`config.mk`:
```
export PLATFORM = sky130hd
export DESIGN_NAME = dma_item_arbiter
export DESIGN_NICKNAME = d
export VERILOG_FILES = /design/src/rtl/dma_arb_pkg.sv /design/src/rtl/dma_arb_active.sv /design/src/rtl/dma_arb_select.sv /design/src/rtl/dma_arb_grant_reg.sv /design/src/rtl/dma_item_arbiter.sv
export SDC_FILE = /design/constraint.sdc
export NUM_CORES = 1
export LEC_CHECK = 0
export BUFFER_PORTS_ARGS = -buffer_cell sky130_fd_sc_hd__buf_4
export CAP_MARGIN = 20
export CORE_ASPECT_RATIO = 0.8
export CORE_MARGIN = 8
export CORE_UTILIZATION = 35
export DETAILED_ROUTE_END_ITERATION = 6
export GPL_TIMING_DRIVEN = 0
export MAX_ROUTING_LAYER = met4
export PLACE_DENSITY_LB_ADDON = 0.08
export SYNTH_ARGS = -nofsm -noshare
export SYNTH_HDL_FRONTEND = slang
export SYNTH_SLANG_ARGS = --single-unit
export TNS_END_PERCENT = 20
```
`constraint.sdc`:
```
create_clock -name clk -period 3.6 [get_ports clk]
set_input_delay 1.08 -clock clk [delete_from_list [all_inputs] [get_ports clk]]
set_output_delay 1.08 -clock clk [all_outputs]
set_load 0.03 [all_outputs]
```
`src/rtl/dma_arb_pkg.sv`:
```
package dma_arb_pkg;

    localparam int PRIO_W     = 2;
    localparam int NUM_LEVELS = 1 << PRIO_W;

    typedef enum logic [PRIO_W-1:0] {
        PRIO_LOW   = 2'd0,
        PRIO_MED   = 2'd1,
        PRIO_HIGH  = 2'd2,
        PRIO_VHIGH = 2'd3
    } prio_e;

    typedef enum logic {
        ARB_IDLE = 1'b0,
        ARB_BUSY = 1'b1
    } arb_state_e;

    function automatic prio_e to_prio(input logic [PRIO_W-1:0] raw);
        return prio_e'(raw);
    endfunction

endpackage

```
`src/rtl/dma_arb_active.sv`:
```
module dma_arb_active #(
    parameter int NUM_CH = 6
) (
    input  logic [NUM_CH-1:0] ch_enable,
    input  logic [NUM_CH-1:0] hw_req,
    input  logic [NUM_CH-1:0] sw_trig,
    output logic [NUM_CH-1:0] active
);
    // Hardware and software demand share one candidate pool.
    for (genvar c = 0; c < NUM_CH; c++) begin : g_cand
        assign active[c] = ch_enable[c] & (hw_req[c] | sw_trig[c]);
    end
endmodule

```
`src/rtl/dma_arb_select.sv`:
```
module dma_arb_select
    import dma_arb_pkg::*;
#(
    parameter int NUM_CH = 6
) (
    input  logic [NUM_CH-1:0]        active,
    input  logic [PRIO_W*NUM_CH-1:0] ch_prio,
    output logic [NUM_CH-1:0]        pick
);
    logic [NUM_LEVELS-1:0][NUM_CH-1:0] level_mask;
    logic [NUM_CH-1:0]                 top_mask;

    // Sort candidates into one mask per priority level.
    for (genvar lvl = 0; lvl < NUM_LEVELS; lvl++) begin : g_level
        for (genvar c = 0; c < NUM_CH; c++) begin : g_ch
            assign level_mask[lvl][c] = active[c] &&
                (to_prio(ch_prio[PRIO_W*c +: PRIO_W]) == prio_e'(lvl));
        end
    end

    // The highest non-empty level overrides the lower ones.
    always_comb begin
        top_mask = '0;
        for (int lvl = 0; lvl < NUM_LEVELS; lvl++) begin
            if (|level_mask[lvl]) top_mask = level_mask[lvl];
        end
    end

    // Isolate the lowest set bit: the lowest index wins a tie.
    assign pick = top_mask & (~top_mask + 1'b1);
endmodule

```
`src/rtl/dma_arb_grant_reg.sv`:
```
module dma_arb_grant_reg
    import dma_arb_pkg::*;
#(
    parameter int NUM_CH = 6
) (
    input  logic              clk,
    input  logic              rst,
    input  logic [NUM_CH-1:0] pick,
    input  logic              item_done,
    output logic [NUM_CH-1:0] grant
);
    arb_state_e state_q;
    logic       load;

    assign load = (state_q == ARB_IDLE) || item_done;

    always_ff @(posedge clk) begin
        if (rst) begin
            state_q <= ARB_IDLE;
            grant   <= '0;
        end else if (load) begin
            state_q <= (|pick) ? ARB_BUSY : ARB_IDLE;
            grant   <= pick;
        end
    end

    assert_grant_onehot_R6: assert property (@(posedge clk) disable iff (rst)
        $onehot0(grant));

    assert_hold_until_done_R7: assert property (@(posedge clk) disable iff (rst)
        ((grant != '0) && !item_done) |=> $stable(grant));

    assert_idle_stays_idle_R10: assert property (@(posedge clk) disable iff (rst)
        ((grant == '0) && (pick == '0)) |=> (grant == '0));
endmodule

```
`src/rtl/dma_item_arbiter.sv`:
```
module dma_item_arbiter
    import dma_arb_pkg::*;
#(
    parameter int NUM_CH = 6
) (
    input  logic                     clk,
    input  logic                     rst,
    input  logic [NUM_CH-1:0]        ch_enable,
    input  logic [NUM_CH-1:0]        hw_req,
    input  logic [NUM_CH-1:0]        sw_trig,
    input  logic [PRIO_W*NUM_CH-1:0] ch_prio,
    input  logic                     item_done,
    output logic [NUM_CH-1:0]        grant
);
    logic [NUM_CH-1:0] active;
    logic [NUM_CH-1:0] pick;

    dma_arb_active #(.NUM_CH(NUM_CH)) u_active (
        .ch_enable (ch_enable),
        .hw_req    (hw_req),
        .sw_trig   (sw_trig),
        .active    (active)
    );

    dma_arb_select #(.NUM_CH(NUM_CH)) u_select (
        .active  (active),
        .ch_prio (ch_prio),
        .pick    (pick)
    );

    dma_arb_grant_reg #(.NUM_CH(NUM_CH)) u_grant (
        .clk       (clk),
        .rst       (rst),
        .pick      (pick),
        .item_done (item_done),
        .grant     (grant)
    );

    // A freshly issued grant must name a channel that was a candidate.
    assert_new_grant_was_active_R2: assert property (@(posedge clk) disable iff (rst)
        ((grant != '0) && ($past(grant) != grant)) |-> (($past(active) & grant) != '0));
endmodule

```
# Yosys cells after proc, flatten, opt, wreduce, memory -nomap -nowiden
# Cells that the tools add are included.
dict set report totals {
  register_bits 7
  latchBits 0
  ram_bits 0
  rom_bits 0
  inputBits 33
  output_inout_bits 6
  wordCells 77
  n_memories 0
}
dict set report classes {
  add_sub_neg 1
  multipliers 0
  n_div 0
  magnitude_cmp 0
  n_eq_ne 18
  shift 0
  mux 5
  n_bitwise 15
  n_reduce_logical 36
}
# cell n
set op_table {}
lappend op_table {{$reduce_or A6 Y1} 5}
lappend op_table {{$eq A2 B2 Y1 const B} 12}
lappend op_table {{$logic_and A1 B1 Y1} 24}
lappend op_table {{$mux W6} 4}
lappend op_table {{$eq A2 B1 Y1 const B} 6}
lappend op_table {{$logic_not A2 Y1} 6}
lappend op_table {{$add A6 B1 Y6 const B} 1}
lappend op_table {{$and A1 B1 Y1} 6}
lappend op_table {{$and A6 B6 Y6} 1}
lappend op_table {{$not A6 Y6} 1}
lappend op_table {{$or A1 B1 Y1} 6}
lappend op_table {{$logic_or A1 B1 Y1} 1}
lappend op_table {{$mux W1} 1}
lappend op_table {{$not A1 Y1} 1}

# Depth between registers and ports, before layout
dict set report depth {
  depth_word 13
  depth_mapped 8
  mapped_depth_nobuf 7
}

# Cells and area by module
# A second synthesis with hierarchy kept.
dict set report hier_totals {
  cells_unflattened 88
  hier_area_um2 721.9
}
# module instances cells_per_inst area_each_um2 seq_area_each_um2
set modules_own_cells {}
lappend modules_own_cells {dma_arb_select 1 58 412.9 0.0}
lappend modules_own_cells {dma_arb_grant_reg 1 24 264.0 140.1}
lappend modules_own_cells {dma_arb_active 1 6 45.0 0.0}

# Worst setup path after synthesis
# No wires, ideal clock.
dict set report synth_path {
  path_type {input port to flip-flop}
  from {input port ch_prio[1]}
  to {register u_grant.grant[1]}
  setup_time_ns 0.070
  arrival_time_ns 2.755
  required_time_ns 3.530
  setup_slack_ns 0.775
  path_stages 8
  n_path_buf 1
  path_cell_list {inv_1 > o32a_1 > and3_1 > buf_6 > a21boi_4 > o311ai_4 > or3b_1 > a21oi_1}
}
dict set report synth_via {
  elab_chain_len 10
  elab_cells_between_ends 19
  classes_between {add/sub: 1; eq/ne: 3; mux: 4; bitwise: 2; reduce/logical: 9}
}
# item line
set synth_lines {}
lappend synth_lines {{from (decl)} dma_item_arbiter.sv:11} ;# input logic [PRIO_W*NUM_CH-1:0] ch_prio,
lappend synth_lines {{$logic_not A2 Y1} dma_arb_select.sv:17} ;# (to_prio(ch_prio[PRIO_W*c +: PRIO_W]) == prio_e'(lvl));
lappend synth_lines {{$logic_and A1 B1 Y1} dma_arb_select.sv:16} ;# assign level_mask[lvl][c] = active[c] &&
lappend synth_lines {{$reduce_or A6 Y1} dma_arb_select.sv:25} ;# if (|level_mask[lvl]) top_mask = level_mask[lvl];
lappend synth_lines {{$mux W6 (3 in a row)} dma_arb_select.sv:25}
lappend synth_lines {{$mux W6 (*)} dma_arb_select.sv:25}
lappend synth_lines {{$not A6 Y6} dma_arb_select.sv:30} ;# assign pick = top_mask & (~top_mask + 1'b1);
lappend synth_lines {{$add A6 B1 Y6} dma_arb_select.sv:30}
lappend synth_lines {{$and A6 B6 Y6 (*)} dma_arb_select.sv:30}
lappend synth_lines {{to (signal assigned)} dma_arb_grant_reg.sv:23} ;# grant <= pick;
lappend synth_lines {{to (decl)} dma_arb_grant_reg.sv:10} ;# output logic [NUM_CH-1:0] grant
# Every way passes the cells marked *; elsewhere a longest branch is shown, timed or not.
# A chain may end at the register's enable or synchronous reset.

# Worst setup path in the final report
dict set report layout_path {
  from {input port ch_prio[1]}
  to {register u_grant.grant[5]}
}
# Same word-level chain as after synthesis.

==> flow_summary.json <==
{
  "outcome": "completed",
  "insertion_delay_ns": 0.25,
  "worst-r2r-cell-count": 5,
  "maxSlewHeadroom": 0.684,
  "dr_wl_met3_um": 212,
  "ys.flop_type": "dfxtp_1",
  "drt-met1-wl_mm": 1.24,
  "r2r_start": "u_grant.state_q",
  "h-tree-depth": 1,
  "first_iter_violations": 54,
  "rsz0062_at_grt": "false",
  "drt_wl_total_mm": 2.48,
  "grt-ovfl-total": 0,
  "port_buffers": 37,
  "fin_area_um2": 1120,
  "final_layout_size_suffix_gt1_frac": 0.355,
  "cts_tree": "yes",
  "worstPathArrival_ns": 3.01,
  "path_class": "in2reg",
  "yosys.area.top_type_share": 0.179,
  "grt_pass1_wl_mm": 4.11,
  "dr.pass1.iters": 4,
  "finalMaxSlewViolations": 0,
  "final_common_cell": "buf_4",
  "fmaxAchievable_ghz": 0.348,
  "syn_area_per_cell_um2": 8.06,
  "clock-sinks": 7,
  "min_path_type": "reg2reg",
  "synth_top_area_cell": "dfxtp_1",
  "min_to": "u_grant.grant[3]",
  "fin_crit_sh": 0.797,
  "hpwl_mm": 2.11,
  "hold_ws_ns": 0.450,
  "yosys.cell_types.count": 42,
  "ios": 39,
  "syn-cell-area_um2": 782,
  "tns_ns": 0,
  "antenna_left": 0,
  "worstPathMaxFanout": 9,
  "fin_crit_ns": 2.87,
  "ys_ff_latch": 7,
  "ys.warnings.count": 0,
  "worstPathRequired_ns": 3.74,
  "ff2ff_setup_slack_ns": 2.17,
  "drcViolationCount": 0,
  "maxCapViolCount": 0,
  "clk_pin_slew_ns": 0.05,
  "dr_wl_met2_mm": 1.01,
  "clk_root_buffer_cell": "clkbuf_4",
  "num-fill-cells": 218,
  "p_leak_uw": 0.000467,
  "hold_depth": 2,
  "viasPerCell": 5.83,
  "vias": 950,
  "final_hold_viol_count": 0,
  "dp.cells": 159,
  "start_util": 0.365,
  "grt_pass1_vias": 937,
  "top_layer_used": "met4",
  "core_um2": 2140,
  "start_kind": "input port",
  "antenna_found_initial": 0,
  "clock_path_buffers": 2,
  "grt_max_degree": 11,
  "antennaDiodeCount": 0,
  "cts_setup_buffers": 0,
  "stdcell_count": 163,
  "synth-edff-count": 0,
  "synthArstFlopShare": 0,
  "holdBufCountCts": 0,
  "skew_ns": 0.000170,
  "synthTopCellsByArea": "dfxtp_1 18%, o211ai_1 4.8%, o21a_1 4.8%",
  "vdd_drop_max_mv": 0.196,
  "gp_congestion": 0.850,
  "syn-num-nets": 130,
  "final_nets": 172,
  "area_growth_pct": 42.9,
  "r2r-end": "u_grant.grant[5]",
  "dieArea_um2": 4010,
  "end_kind": "register",
  "setup_viol": 0,
  "post_cts_resized": 0,
  "fp.dieW_um": 68.8,
  "placed_area_um2": 1090,
  "netlist_instances": 97,
  "die_h_um": 58.3,
  "hold_start": "u_grant.grant[3]",
  "ys_seq_area_frac": 0.179,
  "powerDensity_nw_per_um2": 272,
  "rows": 15,
  "grt_use_total": 0.130,
  "tightest_slew_ns": 0.470,
  "mostFrequentLayoutCells": "37 x buf_4, 7 x dfxtp_1",
  "numCtsBuffers": 3,
  "wl_per_cell_um": 15.2
}
[sequential cells by signal, summed over array words and instances (netlist names)]
signal	flops
u_grant.state_q	1
u_grant.grant	6
[cell type report]
class	instances	area, um2	share of cell area
Clock buffer	4	26.3	0.0235
Tap cell	25	31.3	0.0280
Inverter	4	15.0	0.0134
Multi-Input combinational cell	83	601	0.538
Timing Repair Buffer	37	278	0.249
Buffer	3	26.3	0.0235
Sequential cell	7	140	0.125
[cells in the mapped netlist (all sizes together) (2+ instances only)]
master and n:
nand2b 2, o32ai 2, nand4 4, a21oi 6, nand4b 2, dfxtp 7, nor3b 2, a41oi 2
a31o 2, o21ai 7, a32oi 3, o22ai 4, and3b 2, and3 2, nor4 2, o21a 5
nor2 6, inv 4, nor3 2, nand2 6, o211a 2, o211ai 5, buf 3
[where the power goes]
part | switching, uW | total, uW | internal [uW]
logic | 75.7 | 147 | 70.9
registers | 2.28 | 85.3 | 83.0
clock network | 29.9 | 72.2 | 42.4
[per-layer routing]
metal,global-route usage,up-vias
met2,0.181,45
li1,-,483
met1,0.178,420
met5,-,-
met3,0.0423,2
met4,0.0229,0
[kinds of logic after synthesis]
kind of cell / after synthesis / share of synthesized area
simple gates: 36 / 0.285
buf+inv: 7 / 0.0528
compound gates: 47 / 0.483
flops: 7 / 0.179
[metrics by stage]
step | utilization | total power (uW) | setup WS (ns)
2_1_floorplan | - | 176 | 0.775
3_3_place_gp | 0.510 | 230 | 0.484
3_5_place_dp | 0.510 | 232 | 0.486
4_1_cts | 0.522 | 305 | 0.738
5_1_grt | 0.522 | 324 | 0.608
6_report | 0.522 | 304 | 0.729
[worst max-delay path, cell delays in order]
cell	delay, ns
buf_4	0.10
inv_1	0.08
o32a_1	0.43
and3_1	0.20
buf_6	0.13
a21boi_4	0.14
o311ai_4	0.34
nand4_1	0.13
o41ai_1	0.36
[worst max path at each step]
| stage | startpoint | endpoint | cells after the start |
|---|---|---|---|
| floorplan | ch_prio[1] | u_grant.grant[1] | 8 |
| global placement | ch_prio[1] | u_grant.grant[5] | 9 |
| detailed placement | sw_trig[2] | u_grant.state_q | 8 |
| CTS | ch_prio[1] | u_grant.grant[5] | 9 |
| global route | sw_trig[3] | u_grant.grant[1] | 9 |
| finish | ch_prio[1] | u_grant.grant[5] | 9 |
No activity file was read; power rests on OpenSTA's default activity.
